$ cat config.mk
export PLATFORM = sky130hd
export DESIGN_NAME = dma_chan_ctrl
export DESIGN_NICKNAME = d
export VERILOG_FILES = /design/src/rtl/dma_chan_pkg.sv /design/src/rtl/dma_req_sel.sv /design/src/rtl/dma_chan_core.sv /design/src/rtl/dma_chan_ctrl.sv
export SDC_FILE = /design/constraint.sdc
export NUM_CORES = 1
export LEC_CHECK = 0
export BUFFER_PORTS_ARGS = -buffer_cell sky130_fd_sc_hd__buf_2
export CORE_MARGIN = 4
export CORE_UTILIZATION = 40
export CTS_CLUSTER_DIAMETER = 100
export CTS_CLUSTER_SIZE = 10
export DETAILED_ROUTE_END_ITERATION = 10
export GPL_ROUTABILITY_DRIVEN = 0
export HOLD_SLACK_MARGIN = 0.15
export MAX_ROUTING_LAYER = met4
export SLEW_MARGIN = 20
export SYNTH_ARGS = -nofsm -noshare
export SYNTH_HDL_FRONTEND = slang
export SYNTH_SLANG_ARGS = --single-unit
export TNS_END_PERCENT = 50
$ cat constraint.sdc
create_clock -name clk -period 6.1 [get_ports clk]
set_clock_uncertainty 0.1 [all_clocks]
set_input_delay 0.61 -clock clk [delete_from_list [all_inputs] [get_ports clk]]
set_output_delay 0.61 -clock clk [all_outputs]
set_load 0.05 [all_outputs]
$ cat src/rtl/dma_chan_pkg.sv
package dma_chan_pkg;
  localparam int SYNC_W    = 5;
  localparam int LINE_SPAN = 1 << SYNC_W;

  // Control word; field positions are fixed by software.
  typedef struct packed {
    logic [1:0]        dst_mode;
    logic [1:0]        src_mode;
    logic              end_prog;
    logic              compat;
    logic              rpt;
    logic              auto_init;
    logic              enable;
    logic              prio;
    logic              fs;
    logic [SYNC_W-1:0] sync;
  } chan_ctl_t;

  function automatic chan_ctl_t decode_ctl(input logic [15:0] w);
    return chan_ctl_t'(w);
  endfunction

  // True when the event matching the channel granularity has occurred.
  function automatic logic gran_hit(input chan_ctl_t c, input logic bs,
                                    input logic e_el, input logic e_fr,
                                    input logic e_bl);
    logic synced;
    synced = (c.sync != '0);
    return synced && ((!c.fs && !bs && e_el) ||
                      ( c.fs && !bs && e_fr) ||
                      ( c.fs &&  bs && e_bl));
  endfunction
endpackage

$ cat src/rtl/dma_req_sel.sv
module dma_req_sel
  import dma_chan_pkg::*;
#(
  parameter int N_LINES = 32
) (
  input  logic                 clk,
  input  logic                 rst_n,
  input  logic [N_LINES-1:1]   req_lines,
  output logic [LINE_SPAN-1:0] line_lvl,
  output logic [LINE_SPAN-1:0] line_rise
);
  logic [LINE_SPAN-1:0] prev_q;

  // Line 0 means "no sync"; lines beyond N_LINES read as idle.
  assign line_lvl[0] = 1'b0;
  for (genvar i = 1; i < LINE_SPAN; i++) begin : g_pad
    if (i < N_LINES) begin : g_live
      assign line_lvl[i] = req_lines[i];
    end else begin : g_idle
      assign line_lvl[i] = 1'b0;
    end
  end

  always_ff @(posedge clk) begin
    if (!rst_n) prev_q <= '0;
    else        prev_q <= line_lvl;
  end

  assign line_rise = line_lvl & ~prev_q;
endmodule

$ cat src/rtl/dma_chan_core.sv
module dma_chan_core
  import dma_chan_pkg::*;
#(
  parameter int LINK_W = 5
) (
  input  logic                 clk,
  input  logic                 rst_n,
  input  logic                 ctl_wr,
  input  logic [15:0]          ctl_wdata,
  input  logic                 link_in,
  input  logic                 cfg_bs,
  input  logic                 link_on,
  input  logic [LINK_W-1:0]    link_sel,
  input  logic [LINE_SPAN-1:0] line_lvl,
  input  logic [LINE_SPAN-1:0] line_rise,
  input  logic                 ev_elem,
  input  logic                 ev_frame,
  input  logic                 ev_block,
  input  logic                 stat_clr,
  output logic                 chan_en,
  output logic                 xfer_req,
  output logic                 pend_o,
  output logic                 wait_o,
  output logic                 sync_flag,
  output logic                 drop_flag,
  output logic                 load_stb,
  output logic                 act_stb,
  output logic                 deact_stb,
  output logic                 link_stb,
  output logic [LINK_W-1:0]    link_ch,
  output logic [1:0]           mode_src,
  output logic [1:0]           mode_dst,
  output logic                 prio_hi
);
  chan_ctl_t cfg_q, n_cfg;
  logic en_q, act_q, pend_q, wait_q, drop_q, syncf_q;
  logic n_en, n_act, n_pend, n_wait, n_drop, n_syncf;
  logic do_load, do_act, do_deact, do_link;
  logic deact_req, dis_req, en_go;
  logic load_q, actp_q, deactp_q, linkp_q;
  logic [LINK_W-1:0] link_ch_q;

  // Named event wires for the checks below.
  logic blk_end, req_edge;
  assign blk_end  = act_q && ev_block;
  assign req_edge = line_rise[cfg_q.sync];

  always_comb begin
    n_cfg    = cfg_q;
    n_en     = en_q;
    n_act    = act_q;
    n_pend   = pend_q;
    n_wait   = wait_q;
    n_drop   = drop_q && !stat_clr;
    do_load  = 1'b0;
    do_act   = 1'b0;
    do_deact = 1'b0;
    do_link  = 1'b0;
    dis_req  = 1'b0;
    en_go    = 1'b0;
    deact_req = act_q && gran_hit(cfg_q, cfg_bs, ev_elem, ev_frame, ev_block);

    // Stage 1: end-of-block policy.
    if (blk_end) begin
      if (cfg_q.compat) begin
        dis_req = 1'b1;
        do_link = link_on;
      end else if (!cfg_q.auto_init) begin
        dis_req = 1'b1;
      end else if (cfg_q.rpt || cfg_q.end_prog) begin
        do_load = 1'b1;
      end else begin
        n_wait    = 1'b1;
        deact_req = 1'b1;
      end
    end
    if (dis_req) begin
      n_en      = 1'b0;
      n_pend    = 1'b0;
      deact_req = 1'b1;
    end
    // Deactivation, consuming a pending request where allowed.
    if (deact_req && n_act) begin
      if (n_pend && !n_wait && n_en) begin
        n_pend = 1'b0;
        do_act = 1'b1;
      end else begin
        n_act    = 1'b0;
        do_deact = 1'b1;
      end
    end

    // Stage 2: hardware request on the selected line.
    if (n_en && req_edge) begin
      if (!n_act) begin
        n_act  = 1'b1;
        do_act = 1'b1;
      end else if (!n_pend) begin
        n_pend = 1'b1;
      end else begin
        n_drop = 1'b1;
      end
    end

    // Stage 3: software control and chained enable.
    if (ctl_wr) begin
      n_cfg = decode_ctl(ctl_wdata);
      if (n_cfg.enable && !n_en) begin
        en_go = 1'b1;
      end else if (!n_cfg.enable && n_en) begin
        n_en   = 1'b0;
        n_pend = 1'b0;
        if (n_act) begin
          n_act    = 1'b0;
          do_deact = 1'b1;
        end
      end
    end else if (link_in && !n_en) begin
      en_go = 1'b1;
    end
    if (en_go) begin
      n_en    = 1'b1;
      n_wait  = 1'b0;
      do_load = 1'b1;
      if (!n_act && (n_cfg.sync == '0 || line_lvl[n_cfg.sync])) begin
        n_act  = 1'b1;
        do_act = 1'b1;
      end
    end
    if (ctl_wr && n_cfg.end_prog && n_wait && n_en) begin
      n_wait = 1'b0;
      if (n_cfg.sync == '0 || n_pend) begin
        n_pend = 1'b0;
        if (!n_act) begin
          n_act  = 1'b1;
          do_act = 1'b1;
        end
      end
    end

    n_syncf = n_act && ((do_act && n_cfg.sync != '0) || (syncf_q && !do_deact));
  end

  always_ff @(posedge clk) begin
    if (!rst_n) begin
      cfg_q     <= '0;
      en_q      <= 1'b0;
      act_q     <= 1'b0;
      pend_q    <= 1'b0;
      wait_q    <= 1'b0;
      drop_q    <= 1'b0;
      syncf_q   <= 1'b0;
      load_q    <= 1'b0;
      actp_q    <= 1'b0;
      deactp_q  <= 1'b0;
      linkp_q   <= 1'b0;
      link_ch_q <= '0;
    end else begin
      cfg_q    <= n_cfg;
      en_q     <= n_en;
      act_q    <= n_act;
      pend_q   <= n_pend;
      wait_q   <= n_wait;
      drop_q   <= n_drop;
      syncf_q  <= n_syncf;
      load_q   <= do_load;
      actp_q   <= do_act;
      deactp_q <= do_deact;
      linkp_q  <= do_link;
      if (do_link) link_ch_q <= link_sel;
    end
  end

  assign chan_en   = en_q;
  assign xfer_req  = act_q;
  assign pend_o    = pend_q;
  assign wait_o    = wait_q;
  assign sync_flag = syncf_q;
  assign drop_flag = drop_q;
  assign load_stb  = load_q;
  assign act_stb   = actp_q;
  assign deact_stb = deactp_q;
  assign link_stb  = linkp_q;
  assign link_ch   = link_ch_q;
  assign mode_src  = cfg_q.src_mode;
  assign mode_dst  = cfg_q.dst_mode;
  assign prio_hi   = cfg_q.prio;

  // an active channel is always an enabled one.
  p_act_needs_en_r2: assert property (@(posedge clk) disable iff (!rst_n)
    act_q |-> en_q);
  // a reload strobe has a cause in the previous cycle.
  p_load_cause_r2: assert property (@(posedge clk) disable iff (!rst_n)
    load_q |-> $past(ctl_wr || link_in || ev_block));
  // the drop flag holds until cleared.
  p_drop_sticky_r4: assert property (@(posedge clk) disable iff (!rst_n)
    drop_q && !stat_clr |=> drop_q);
  // a chain request only follows a block end.
  p_link_after_block_r7: assert property (@(posedge clk) disable iff (!rst_n)
    linkp_q |-> $past(ev_block));
  // sync flag only while active.
  p_sync_flag_active_r10: assert property (@(posedge clk) disable iff (!rst_n)
    syncf_q |-> act_q);
  // disable write empties the channel in one cycle.
  p_disable_clears_r11: assert property (@(posedge clk) disable iff (!rst_n)
    ctl_wr && !ctl_wdata[7] |=> !en_q && !act_q && !pend_q);
  // no pending request survives on a disabled channel.
  p_pend_needs_en_r11: assert property (@(posedge clk) disable iff (!rst_n)
    pend_q |-> en_q);
endmodule

$ cat src/rtl/dma_chan_ctrl.sv
module dma_chan_ctrl
  import dma_chan_pkg::*;
#(
  parameter int N_LINES = 32,
  parameter int LINK_W  = 5
) (
  input  logic               clk,
  input  logic               rst_n,
  input  logic               ctl_wr,
  input  logic [15:0]        ctl_wdata,
  input  logic               link_in,
  input  logic               cfg_bs,
  input  logic               link_on,
  input  logic [LINK_W-1:0]  link_sel,
  input  logic [N_LINES-1:1] req_lines,
  input  logic               ev_elem,
  input  logic               ev_frame,
  input  logic               ev_block,
  input  logic               stat_clr,
  output logic               chan_en,
  output logic               xfer_req,
  output logic               pend_o,
  output logic               wait_o,
  output logic               sync_flag,
  output logic               drop_flag,
  output logic               load_stb,
  output logic               act_stb,
  output logic               deact_stb,
  output logic               link_stb,
  output logic [LINK_W-1:0]  link_ch,
  output logic [1:0]         mode_src,
  output logic [1:0]         mode_dst,
  output logic               prio_hi
);
  logic [LINE_SPAN-1:0] line_lvl;
  logic [LINE_SPAN-1:0] line_rise;

  dma_req_sel #(.N_LINES(N_LINES)) u_sel (
    .clk       (clk),
    .rst_n     (rst_n),
    .req_lines (req_lines),
    .line_lvl  (line_lvl),
    .line_rise (line_rise)
  );

  dma_chan_core #(.LINK_W(LINK_W)) u_core (
    .clk       (clk),
    .rst_n     (rst_n),
    .ctl_wr    (ctl_wr),
    .ctl_wdata (ctl_wdata),
    .link_in   (link_in),
    .cfg_bs    (cfg_bs),
    .link_on   (link_on),
    .link_sel  (link_sel),
    .line_lvl  (line_lvl),
    .line_rise (line_rise),
    .ev_elem   (ev_elem),
    .ev_frame  (ev_frame),
    .ev_block  (ev_block),
    .stat_clr  (stat_clr),
    .chan_en   (chan_en),
    .xfer_req  (xfer_req),
    .pend_o    (pend_o),
    .wait_o    (wait_o),
    .sync_flag (sync_flag),
    .drop_flag (drop_flag),
    .load_stb  (load_stb),
    .act_stb   (act_stb),
    .deact_stb (deact_stb),
    .link_stb  (link_stb),
    .link_ch   (link_ch),
    .mode_src  (mode_src),
    .mode_dst  (mode_dst),
    .prio_hi   (prio_hi)
  );
endmodule

Yosys cells after proc, flatten, opt, wreduce, memory -nomap -nowiden
Index checks and enable logic that the tools add are counted.
{ "totals": {"register_bits": 63, "inputBits": 62, "out_inout_bits": 20} }
{ "classes": {"magnitude_cmp": 2, "mux": 71, "n_bitwise": 3, "reduce_logical": 42} }
{ "op_table": {"columns": ["op", "count"], "rows": [
  ["1-bit 2-to-1 mux", 68],
  ["32-bit bitwise AND", 1],
  ["32-bit NOT", 1],
  ["1-bit logical AND", 24],
  ["5-bit by 6-bit < comparator with 1-bit output (second input constant)", 2],
  ["12-bit 2-to-1 mux", 1],
  ["1-bit binary-select mux with 5-bit select", 2],
  ["5-bit nonzero test", 2],
  ["1-bit zero test", 8],
  ["1-bit logical OR", 6],
  ["5-bit zero test", 1],
  ["2-bit OR reduction", 1],
  ["1-bit NOT", 1]
]} }

Longest topological paths before layout
{ "logic_depth": {"ltp_word": 28, "ltp_mapped": 10} }

Hierarchy
A second synthesis with hierarchy kept.
{ "unflattened": {"hier_cells": 343, "hier_area_um2": 3254.4} }
{ "by_module_without_submodules": {"columns": ["module", "n_inst", "cells_each", "area_each_um2", "seq_area_each_um2"], "rows": [
  ["dma_chan_core", 1, 213, 1944.4, 600.6],
  ["dma_req_sel", 1, 130, 1310.0, 620.6]
]} }

Worst setup path before layout
Ideal clock, no wire load.
{ "synth_timing": {"kind": "input to register", "from": "in ctl_wr", "to": "reg u_core.syncf_q (netlist: u_core.sync_flag)", "arrival_ps": 2474, "t_required_ps": 5866, "path_slack_ps": 3393, "path_stages": 8, "n_path_buf": 1, "path_cell_list": "buf_6 > mux2i_2 > mux4_2 > o211ai_1 > a41oi_2 > o41ai_1 > a21o_1 > a211oi_2"} }
{ "synth_between": {"elab_chain_len": 13, "elab_cells_between_ends": 33} }
{ "synth_rtl": {"columns": ["element", "line", "source"], "rows": [
  ["from (decl)", "dma_chan_ctrl.sv:9", "input logic ctl_wr,"],
  ["12-bit 2-to-1 mux", "dma_chan_core.sv:106", "if (ctl_wr) begin"],
  ["1-bit binary-select mux with 5-bit select", "dma_chan_core.sv:125", "if (!n_act && (n_cfg.sync == '0 || line_lvl[n_cfg.sync])) begin"],
  ["1-bit 2-to-1 mux (implied by the code)", "dma_chan_core.sv:125", null],
  ["1-bit logical OR", "dma_chan_core.sv:125", null],
  ["1-bit logical AND", "dma_chan_core.sv:125", null],
  ["1-bit 2-to-1 mux", "dma_chan_core.sv:125", null],
  ["1-bit 2-to-1 mux", "dma_chan_core.sv:121", "if (en_go) begin"],
  ["1-bit 2-to-1 mux", "dma_chan_core.sv:134", "if (!n_act) begin"],
  ["1-bit 2-to-1 mux", "dma_chan_core.sv:132", "if (n_cfg.sync == '0 || n_pend) begin"],
  ["1-bit 2-to-1 mux", "dma_chan_core.sv:130", "if (ctl_wr && n_cfg.end_prog && n_wait && n_en) begin"],
  ["1-bit logical AND", "dma_chan_core.sv:141", "n_syncf = n_act && ((do_act && n_cfg.sync != '0) || (syncf_q && !do_deact));"],
  ["1-bit logical OR", "dma_chan_core.sv:141", null],
  ["1-bit logical AND (*)", "dma_chan_core.sv:141", null],
  ["to (signal assigned)", "dma_chan_core.sv:165", "syncf_q <= n_syncf;"],
  ["to (decl)", "dma_chan_core.sv:36", "logic en_q, act_q, pend_q, wait_q, drop_q, syncf_q;"]
]} }
Mark *: on every way between the ends. The rest lies on a longest branch, timed or not. The select of a mux whose other input is x is not followed.
A chain may end at the register's enable or synchronous reset.

Final worst setup path
Ends and elaborated chain as after synthesis.

==> reports/metrics.cfg <==
[floorplan]
fp.dieArea_um2=8605
initial_core_util_pct=41.84
fp-row-count=30
die_y_um=92.77
die_x_um=92.77
core_um2=6869
ios=82

[power]
powerDensity_nw_per_um2=291.1
irDropWorstVdd_mv=0.1187
power.leakage_nw=1.606
finalPower_mw=1.032

[drt]
drtIter0Drc=98
routed_via_density=5.253
wl_per_cell_um=15.49
routed_wl_mm=7.484
vias=2537
drtPass1Iterations=4
drc=0
ant_nets=0

[synth]
yosysUniqueCellTypes=56
async_reset_ff_share_pct=0
ys_seq_area_share_pct=42.49
synth_area_leaders=dfxtp_1 (42%), mux2i_1 (7.3%), nor2_1 (6.4%)
synth-main-ff-cell=dfxtp_1
yosysTopAreaCell=dfxtp_1
synth-edff-count=0
synthTopCellsByCount=dfxtp_1 (61), nor2_1 (49), and2_1 (29)
postSynthCellCount=309
ys_ff_latch=61
synth_nets=371
yosys_warnings=0
synth_top_area_share_pct=42.49
synth.most_common_cell=dfxtp_1
synth_area_um2=2874
avgSynthCellArea_um2=9.301

[clock_network]
numClockSinks=61
cts_root_buffer=clkbuf_8
cts_resized=0
cts_buffer_depth=2
clock_latency_ns=0.34
path_clk_slew_ns=0.07
cts_tree=yes
cts_made_buffers=9
cts-htree-levels=3
cts_hold_buffers=0
post-cts-setup-buffers=0

[flow_run]
drv_cap=0

[place]
dp_hpwl_mm=5.507
pre_cts_ws_ns=2.442
numPortBuffers=81

[sta]
rsz0062_at_grt=no
hold_viol_final=0
setup_violations=0
worst_slack_ns=2.803
relSlewSlack_pct=31.22
finalMaxSlewViolations=0
fin_crit_ns=3.297
worstMarginPinSlew_ns=1.031
fin_setup_tns_ns=0
clock.fmax_ghz=0.3033
period_share_pct=54.05

[grt]
grt_pass1_vias=2445
grt_max_degree=33
antenna_found_initial=0
grt_usage_pct=18.45
overflow=0
grt_pass1_wl_mm=12.19

[layout]
drive_gt1_share_pct=28.94
antennaDiodeCount=0
syn2layout_area_growth_pct=23.38
post-route-util_pct=51.62
final_nets=444

[status]
status=completed

[worst_setup_path]
critPathRequiredTime_ns=6.18
worst_setup_path_end_kind=flip-flop
crit_fanout=23
cp-start-kind=input port
worst_ep_arrival_time_ns=3.38
critical_path_class=in -> reg

[min_path]
min_path_type=reg -> reg

[per-layer routing]
metal / GRT usage [%] / routed length, um
met2: 27.17 / 3475
met1: 24.22 / 3452
met5: - / 0
met4: 6.960 / 125
met3: 4.955 / 431
[per-stage QoR]
step / area, um2 / hold WS, ns / instances
finish: 3546 / 0.3924 / 483
global route: 3546 / 0.3961 / 483
CTS: 3546 / 0.3949 / 483
detailed placement: 3298 / 0.3803 / 467
global placement: 3298 / 0.3677 / 467
floorplan: 2874 / 0.3520 / 309
[critical path, stage by stage]
cell	delay (ns)
buf_2	0.50
mux2i_4	0.63
mux4_1	0.63
nand2_1	0.08
a211o_1	0.15
a41oi_2	0.18
o41ai_1	0.35
a21o_1	0.16
a211oi_2	0.06
[layout make-up]
cell class,count,area (um2)
clock buffers,9,123.9
clock inverters,7,123.9
fillers,682,3323
inverters,11,41.29
multi-input cells,217,1503
flip-flops and latches,61,1221
well taps,96,120.1
repair buffers,82,412.9
[cells by family (layout without fill, tap and decap cells)]
| family | Yosys count | in the layout | synth area share, % |
|---|---|---|---|
| AOI/OAI and AO/OA | 55 | 55 | 14.93 |
| DFF | 61 | 61 | 42.49 |
| muxes | 32 | 32 | 14.41 |
| buffers and inverters | 31 | 109 | 5.224 |
| and+or+nand+nor | 130 | 130 | 22.94 |
[placed cells by master, fill, tap and decap left out, types with 3 or more instances in the layout]
| cell | n |
|---|---|
| and2_1 | 29 |
| nor2_1 | 49 |
| nand3_1 | 4 |
| inv_1 | 11 |
| nand2b_1 | 3 |
| a21oi_1 | 10 |
| clkbuf_8 | 9 |
| mux4_2 | 3 |
| mux2_2 | 3 |
| nor3_1 | 5 |
| a221oi_1 | 4 |
| mux2i_1 | 21 |
| buf_2 | 81 |
| nor2b_1 | 11 |
| dfxtp_1 | 61 |
| nand2_1 | 14 |
| bufinv_16 | 3 |
| nand3b_1 | 3 |
| clkinv_4 | 3 |
| o21ai_0 | 5 |
[sequential cells by signal, indices dropped and copies added (netlist names), 2 cells and up]
register / cells
u_core.mode_src: 2
u_core.link_ch: 5
u_core.cfg_q: 10
u_sel.prev_q: 31
u_core.mode_dst: 2
[worst paths after layout]
path / startpoint / to / slack, ns / depth (start not counted)
max: ctl_wr / u_core.sync_flag / 2.80 / 9
min reg2reg: u_core.sync_flag / u_core.sync_flag / 0.39 / 2
max reg2reg: u_core.cfg_q[0] / u_core.sync_flag / 3.28 / 9
min: u_core.sync_flag / u_core.sync_flag / 0.39 / 2
[report_power, final]
part           switching (mW)  total [mW]  internal [mW]
registers              0.0125       0.431          0.419
clock network           0.169       0.442          0.273
logic                  0.0934       0.159         0.0652
total                   0.275        1.03          0.757
No activity file was read; power rests on OpenSTA's default activity.
